File: src/rtl/gart_ctl_pkg.sv
package gart_ctl_pkg;

  typedef enum logic [1:0] {
    SZ_BYTE = 2'd0,
    SZ_HALF = 2'd1,
    SZ_WORD = 2'd2,
    SZ_RSVD = 2'd3
  } acc_size_e;

  localparam int OFS_CMD       = 'h00;
  localparam int OFS_CACHE     = 'h02;
  localparam int OFS_DIRBASE   = 'h04;
  localparam int OFS_DIR_FLUSH = 'h0C;
  localparam int OFS_PST_FLUSH = 'h14;

  function automatic logic [31:0] lane_mask(input logic [1:0] sz);
    case (acc_size_e'(sz))
      SZ_BYTE: lane_mask = 32'h0000_00FF;
      SZ_HALF: lane_mask = 32'h0000_FFFF;
      SZ_WORD: lane_mask = 32'hFFFF_FFFF;
      default: lane_mask = 32'h0000_0000;
    endcase
  endfunction

  function automatic logic [31:0] merge_lanes(input logic [31:0] old_v,
                                              input logic [31:0] new_v,
                                              input logic [1:0]  sz);
    logic [31:0] m;
    m = lane_mask(sz);
    merge_lanes = (old_v & ~m) | (new_v & m);
  endfunction

endpackage

File: src/rtl/gart_flush_unit.sv
module gart_flush_unit #(
  parameter int ADDR_W = 12,
  parameter int OFFSET = 'h14
) (
  input  logic              clk,
  input  logic              rst,
  input  logic              wr,
  input  logic [ADDR_W-1:0] addr,
  input  logic [1:0]        size,
  input  logic              wbit0,
  input  logic              done,
  output logic              busy
);
  import gart_ctl_pkg::*;

  localparam logic [ADDR_W-1:0] HIT_ADDR = ADDR_W'(OFFSET);

  logic hit;
  logic start;

  assign hit   = wr && (addr == HIT_ADDR) && (acc_size_e'(size) != SZ_RSVD);
  assign start = hit && wbit0 && !busy;

  always_ff @(posedge clk) begin
    if (rst) begin
      busy <= 1'b0;
    end else if (busy) begin
      if (done) busy <= 1'b0;
    end else if (start) begin
      busy <= 1'b1;
    end
  end


  start_sets_chk: assert property (@(posedge clk) disable iff (rst)
    (!busy && hit && wbit0) |=> busy);


  done_clears_chk: assert property (@(posedge clk) disable iff (rst)
    (busy && done) |=> !busy);


  busy_hold_chk: assert property (@(posedge clk) disable iff (rst)
    (busy && !done) |=> busy);


  idle_hold_chk: assert property (@(posedge clk) disable iff (rst)
    (!busy && !(hit && wbit0)) |=> !busy);

endmodule

File: src/rtl/gart_reg_store.sv
module gart_reg_store #(
  parameter int ADDR_W    = 12,
  parameter int CACHE_W   = 8,
  parameter int CMD_W     = 16,
  parameter int DIR_ALIGN = 12
) (
  input  logic               clk,
  input  logic               rst,
  input  logic               wr,
  input  logic [ADDR_W-1:0]  addr,
  input  logic [1:0]         size,
  input  logic [31:0]        wdata,
  output logic [CACHE_W-1:0] cache_q,
  output logic [CMD_W-1:0]   cmd_q,
  output logic [31:0]        dir_q
);
  import gart_ctl_pkg::*;

  localparam logic [31:0]       DIR_KEEP  = ~((32'd1 << DIR_ALIGN) - 32'd1);
  localparam logic [ADDR_W-1:0] A_CACHE   = ADDR_W'(OFS_CACHE);
  localparam logic [ADDR_W-1:0] A_CMD     = ADDR_W'(OFS_CMD);
  localparam logic [ADDR_W-1:0] A_DIR     = ADDR_W'(OFS_DIRBASE);

  logic [31:0] cache_m, cmd_m, dir_m;

  always_comb begin
    cache_m = merge_lanes(32'(cache_q), wdata, size);
    cmd_m   = merge_lanes(32'(cmd_q), wdata, size);
    dir_m   = merge_lanes(dir_q, wdata, size) & DIR_KEEP;
  end

  always_ff @(posedge clk) begin
    if (rst) begin
      cache_q <= '0;
      cmd_q   <= '0;
      dir_q   <= '0;
    end else if (wr) begin
      if (addr == A_CACHE) cache_q <= cache_m[CACHE_W-1:0];
      if (addr == A_CMD)   cmd_q   <= cmd_m[CMD_W-1:0];
      if (addr == A_DIR)   dir_q   <= dir_m;
    end
  end


  dir_align_chk: assert property (@(posedge clk) disable iff (rst)
    (dir_q & ~DIR_KEEP) == 32'd0);


  rsvd_write_chk: assert property (@(posedge clk) disable iff (rst)
    (wr && size == 2'd3) |=> ($stable(cmd_q) && $stable(cache_q) && $stable(dir_q)));

endmodule

File: src/rtl/gart_read_port.sv
module gart_read_port #(
  parameter int ADDR_W  = 12,
  parameter int CACHE_W = 8,
  parameter int CMD_W   = 16
) (
  input  logic               clk,
  input  logic               rst,
  input  logic               rd,
  input  logic [ADDR_W-1:0]  addr,
  input  logic [1:0]         size,
  input  logic [CACHE_W-1:0] cache_q,
  input  logic [CMD_W-1:0]   cmd_q,
  input  logic [31:0]        dir_q,
  input  logic               post_busy,
  input  logic               dir_busy,
  output logic [31:0]        rdata,
  output logic               rvalid
);
  import gart_ctl_pkg::*;

  logic [31:0] sel;

  always_comb begin
    case (int'(addr))
      OFS_CMD:       sel = 32'(cmd_q);
      OFS_CACHE:     sel = 32'(cache_q);
      OFS_DIRBASE:   sel = dir_q;
      OFS_DIR_FLUSH: sel = {31'd0, dir_busy};
      OFS_PST_FLUSH: sel = {31'd0, post_busy};
      default:       sel = 32'd0;
    endcase
  end

  always_ff @(posedge clk) begin
    if (rst) begin
      rdata  <= '0;
      rvalid <= 1'b0;
    end else begin
      rvalid <= rd;
      if (rd) rdata <= sel & lane_mask(size);
    end
  end


  rvalid_follows_chk: assert property (@(posedge clk) disable iff (rst)
    rd |=> rvalid);


  rvalid_quiet_chk: assert property (@(posedge clk) disable iff (rst)
    !rd |=> !rvalid);

endmodule

File: src/rtl/gart_ctl_regs.sv
module gart_ctl_regs #(
  parameter int ADDR_W    = 12,
  parameter int CACHE_W   = 8,
  parameter int CMD_W     = 16,
  parameter int DIR_ALIGN = 12
) (
  input  logic               clk,
  input  logic               rst,
  input  logic               bus_wr,
  input  logic               bus_rd,
  input  logic [ADDR_W-1:0]  bus_addr,
  input  logic [1:0]         bus_size,
  input  logic [31:0]        bus_wdata,
  output logic [31:0]        bus_rdata,
  output logic               bus_rvalid,
  output logic               post_flush_req,
  input  logic               post_flush_done,
  output logic               dir_flush_req,
  input  logic               dir_flush_done,
  output logic [CACHE_W-1:0] cache_ctrl_o,
  output logic [CMD_W-1:0]   cmd_o,
  output logic [31:0]        dir_base_o
);
  import gart_ctl_pkg::*;

  localparam int NFLUSH = 2;
  localparam int FLUSH_OFS [NFLUSH] = '{OFS_PST_FLUSH, OFS_DIR_FLUSH};

  logic [NFLUSH-1:0] busy;
  logic [NFLUSH-1:0] done_v;

  assign done_v = {dir_flush_done, post_flush_done};

  gart_reg_store #(
    .ADDR_W(ADDR_W), .CACHE_W(CACHE_W), .CMD_W(CMD_W), .DIR_ALIGN(DIR_ALIGN)
  ) u_store (
    .clk(clk), .rst(rst), .wr(bus_wr), .addr(bus_addr), .size(bus_size),
    .wdata(bus_wdata), .cache_q(cache_ctrl_o), .cmd_q(cmd_o), .dir_q(dir_base_o)
  );

  for (genvar g = 0; g < NFLUSH; g++) begin : g_flush
    gart_flush_unit #(.ADDR_W(ADDR_W), .OFFSET(FLUSH_OFS[g])) u_flush (
      .clk(clk), .rst(rst), .wr(bus_wr), .addr(bus_addr), .size(bus_size),
      .wbit0(bus_wdata[0]), .done(done_v[g]), .busy(busy[g])
    );
  end

  assign post_flush_req = busy[0];
  assign dir_flush_req  = busy[1];

  gart_read_port #(.ADDR_W(ADDR_W), .CACHE_W(CACHE_W), .CMD_W(CMD_W)) u_read (
    .clk(clk), .rst(rst), .rd(bus_rd), .addr(bus_addr), .size(bus_size),
    .cache_q(cache_ctrl_o), .cmd_q(cmd_o), .dir_q(dir_base_o),
    .post_busy(busy[0]), .dir_busy(busy[1]),
    .rdata(bus_rdata), .rvalid(bus_rvalid)
  );


  reset_state_chk: assert property (@(posedge clk)
    rst |=> (!post_flush_req && !dir_flush_req && !bus_rvalid && cmd_o == '0));

endmodule

File: config.mk
export PLATFORM = sky130hd
export DESIGN_NAME = gart_ctl_regs
export DESIGN_NICKNAME = d
export VERILOG_FILES = /design/src/rtl/gart_ctl_pkg.sv /design/src/rtl/gart_flush_unit.sv /design/src/rtl/gart_reg_store.sv /design/src/rtl/gart_read_port.sv /design/src/rtl/gart_ctl_regs.sv
export SDC_FILE = /design/constraint.sdc
export NUM_CORES = 1
export LEC_CHECK = 0
export ABC_AREA = 1
export BUFFER_PORTS_ARGS = -buffer_cell sky130_fd_sc_hd__clkbuf_2
export CAP_MARGIN = 10
export CORE_MARGIN = 3
export CORE_UTILIZATION = 23
export CTS_BUF_LIST = sky130_fd_sc_hd__clkbuf_8
export CTS_CLUSTER_SIZE = 8
export DETAILED_ROUTE_END_ITERATION = 8
export PLACE_DENSITY_LB_ADDON = 0.08
export SLEW_MARGIN = 20
export SYNTH_ARGS = -nofsm -noshare
export SYNTH_HDL_FRONTEND = slang
export SYNTH_SLANG_ARGS = --single-unit
File: constraint.sdc
create_clock -name clk -period 1.75 [get_ports clk]
set_clock_uncertainty 0.1 [all_clocks]
set_input_delay 0.2625 -clock clk [delete_from_list [all_inputs] [get_ports clk]]
set_output_delay 0.2625 -clock clk [all_outputs]
set_load 0.01 [all_outputs]
# Word level (Yosys, flattened, before mapping)
# Cells that the tools add are included.
[op_classes]
bitwise = 9
n_mux = 10
eq_ne = 7
n_reduce_logical = 15
[ops]
columns = ["cell", "n"]
rows = [
  ["one-hot mux 32 bit (5 select lines)", 1],
  ["bitwise AND 32 bit", 3],
  ["one-hot mux 32 bit (3 select lines)", 1],
  ["two-way mux 32 bit", 2],
  ["inverter 32 bit", 1],
  ["bitwise OR 32 bit", 1],
  ["bitwise AND 16 bit", 1],
  ["bitwise OR 16 bit", 1],
  ["equality test 12 x 2 -> 1 bit (second input constant)", 1],
  ["equality test 12 x 3 -> 1 bit (second input constant)", 1],
  ["equality test 12 x 4 -> 1 bit (second input constant)", 1],
  ["equality test 12 x 5 -> 1 bit (second input constant)", 1],
  ["logical NOT 12 bit", 1],
  ["bitwise AND 8 bit", 1],
  ["logical AND 1 bit", 8],
  ["bitwise OR 8 bit", 1],
  ["two-way mux 1 bit", 6],
  ["AND reduction 2 bit", 3],
  ["equality test 2 x 1 -> 1 bit (second input constant)", 1],
  ["equality test 2 bit (second input constant)", 1],
  ["logical NOT 1 bit", 2],
  ["logical NOT 2 bit", 1],
  ["inequality test 2 bit (second input constant)", 1],
]
[word_totals]
input_bits = 52
wordCells = 48
out_inout_bits = 91
reg_bits = 79

# Logic depth before layout (Yosys ltp)
[depth]
depth_word = 7
mapped_depth = 11
depth_no_buf = 10

# By module
# From an unflattened synthesis, not the netlist that was laid out.
[unflattened]
cells_unflattened = 657
area_unflattened_um2 = 4172.8
[by_module_without_submodules]
columns = ["mod", "area_per_inst_um2", "instances", "seq_area_each_um2", "cells_each"]
rows = [
  ["gart_reg_store", 2351.0, 1, 880.8, 371],
  ["gart_read_port", 1624.1, 1, 660.6, 246],
  ["gart_flush_unit at g_flush[1].u_flush", 102.6, 1, 20.0, 21],
  ["gart_flush_unit at g_flush[0].u_flush", 95.1, 1, 20.0, 19],
]

# Worst setup path after synthesis
# Ideal clock, no wire load.
[synth_path]
path_type = "input to register"
startpoint = "input port bus_addr[11]"
endpoint = "register (tool-made name)"
setup_slack_ns = 0.332
arrival_time_ns = 1.202
setup_ns = 0.116
n_path_buf = 2
required_time_ns = 1.534
stages = 9
cell_sequence = "nor2_2 nand2_2 nor2_4 buf_6 nand2_2 nor2_4 buf_6 nand2_1 o211a_1"
[synth_lines]
columns = ["element", "line", "text"]
rows = [
  ["from (decl)", "gart_ctl_regs.sv:11", "input logic [ADDR_W-1:0] bus_addr,"],
]

==> impl_metrics.csv <==
group,metric,value,unit
placement,hpwl,7990,um
floorplanning,die_w,127.8,um
synth,synth.top_cell.area_share,0.4637,
sta,slew_violations,0,
placement,place_area,0.004277,sq mm
worst_setup_path,max_stage_delay,0.40,ns
worst_setup_path,crit_chain,"clkbuf_2",
routing,routedWlPerCell,13.56,um
sta,min_period,1.297,ns
synth,synth_most_common_cell,"nand2_1",
layout,regArea,0.001582,sq mm
clock_tree,path_clk_slew,0.08,ns
sta,finalHoldViolCount,0,
power,seqPwrFrac,0.524,
routing,drt_pass1_iterations,4,
floorplanning,ios,143,
worst_setup_path,path_delay_family,"flip-flops",
power,powerDensity,732.0,mW/mm^2
synth,synthTopCellsByArea,"dfxtp_1 46%, nand2_1 9.7%, a21oi_1 9.5%",
grt,grt_pass1_vias,3116,
synth,seq_area_frac_synth,0.4637,
sta,setup_slack,0.4533,ns
clock_tree,cts.hold.buffers_added,21,
power,internal-power,2.562,mW
placement,io_buffers,130,
worst_setup_path,required,1.39,ns
power,p_switching,867.0,uW
routing,drc,0,
min_path,hp-class,"input port to flip-flop",
sta,rsz0062_at_grt,"no",
floorplanning,start_util,0.2401,
layout,final_util,0.3298,
worst_setup_path,critPathBufInv,1,
grt,grt_use_total,0.1325,
routing,dr_total_vias,3275,
synth,ys.flop_type,"dfxtp_1",
floorplanning,die_h,127.8,um
grt,grt_pass1_wl,16820,um
synth,synth-edff-count,0,
worst_setup_path,arrival,0.93,ns
clock_tree,tritoncts,"done",
synth,syn_inst,432,
layout,multiInputGateArea,0.001484,sq mm
grt,antenna_found_initial,0,
power,comb_power_share,0.073,
routing,drt-total-wl,10480,um
grt,grt_max_degree,27,
clock_tree,clockBufferDepth,2,
layout,area_growth,37.34,%
synth,syn_area_per_cell,7.895,sq um
synth,synth_cell_types,29,
routing,antenna_left,0,
routing,viasPerCell,4.237,
power,power.total,3.429,mW
synth,netlist_area,0.003411,sq mm
floorplanning,dieArea,0.01633,sq mm
routing,drtIter0Drc,130,
layout,fill_cells,1567,
clock_tree,clkLatencyLatePin,0.37,ns
layout,fin_area,0.004684,sq mm
sta,min_period_over_period,0.7410,
synth,synthArstFlopShare,0,
sta,fmax,0.7712,GHz
clock_tree,cts_resized,0,
power,ir_drop,421.5,uV
run_status,status,"finished, final reports clean",
clock_tree,h-tree-depth,3,
worst_setup_path,critPathLaunchType,"flip-flop",
worst_setup_path,worstSetupEndpointType,"primary output",
grt,grt_overflow,0,
synth,synth-seq-cells,79,
power,swShare,0.2528,
layout,layout-drive-gt1-share,0.3440,
run,drv_cap,0,
synth,yosysTopAreaCell,"dfxtp_1",
clock_tree,numClockSinks,79,
placement,gp_congestion,0.8089,
synth,ys_top_cells_by_count,"88 x nand2_1, 79 x dfxtp_1, 65 x a21oi_1",
layout,n_antenna_cell,0,
worst_setup_path,cpMaxStageDelayCell,"dfxtp_1",
floorplanning,coreArea,0.01420,sq mm
synth,ys.warnings.count,0,
clock_tree,numCtsBuffers,9,
worst_setup_path,critPathKind,"flip-flop to primary output",
sta,fin_tns_setup,0,ns
power,clkPwrFrac,0.403,
sta,setup-violations-final,0,
worst_setup_path,crit_fanout,3,
clock_tree,root_buffer,"clkbuf_8",
floorplanning,rows,43,
placement,place_ws,0.09278,ns
layout,nets,642,
clock_tree,post_cts_buffers,0,
power,p_leak,2.231,nW
## worst reg2reg max path, stage by stage, from the launching register on
cell and delay, ns:
dfxtp_1 0.38, nand3_1 0.11, nand4_1 0.10, nand2_1 0.05, a21oi_1 0.11
## power by group through the flow
stage                     registers, mW  logic (mW)  clock network, mW
after floorplan                    1.84       0.131                  0
after global placement             1.84       0.215                  0
after detailed placement           1.84       0.216                  0
after CTS                          1.80       0.253               1.46
after global routing               1.80       0.280               1.52
final                              1.80       0.249               1.38
## stage by stage
step / std cells / hold WS (ns)
floorplan: 443 / 0.2901
global placement: 736 / 0.3522
detailed placement: 736 / 0.3567
CTS: 773 / 0.004311
global route: 773 / 0.01214
finish: 773 / 0.03557
## final cells by class
class                   instances  area share
well taps                     180     0.04808
repair buffers                165      0.2169
clock inverters                 7     0.01576
clock buffers                   9     0.02644
inverters                      48     0.03846
flip-flops and latches         79      0.3376
multi-input cells             285      0.3168
## layer usage
metal	global-route usage	part of all wire
met2	0.2089	0.46
met4	0.03371	0.010
met3	0.04625	0.070
met1	0.1734	0.46
met5	0	0
## cell usage in the layout, fill, tap and decap left out, drive strengths merged
cell,n
clkbuf,139
nand2,102
dfxtp,79
a21oi,75
inv,48
o21ai,43
dlygate4sd3,21
nor2,20
nand3,16
buf,14
conb,12
nor3,9
clkinv,5
o211a,2
nand4,2
ha,2
nor4,1
o21a,1
clkinvlp,1
bufinv,1
## cell families (layout without fill, tap and decap cells)
| family | after synthesis | after routing | share of synthesized area |
|---|---|---|---|
| and+or+nand+nor | 150 | 150 | 0.2223 |
| AOI/OAI and AO/OA | 121 | 121 | 0.1922 |
| DFF | 79 | 79 | 0.4637 |
| buffers and inverters | 79 | 229 | 0.1134 |
| adders and majority gates | 2 | 2 | 0.007336 |
| other | 1 | 12 | 0.001099 |
## final timing paths
path                                          to  depth (start not counted)             start  slack [ns]
worst max-delay path                   cmd_o[15]                          1         flip-flop        0.45
worst min-delay path                   flip-flop                          3     bus_wdata[14]        0.04
worst max register to register   u_read.rdata[0]                          4         flip-flop        0.84
worst min register to register  u_read.rdata[10]                          2  u_read.rdata[10]        0.37
Note: power is estimated with default switching activity, not from simulation.
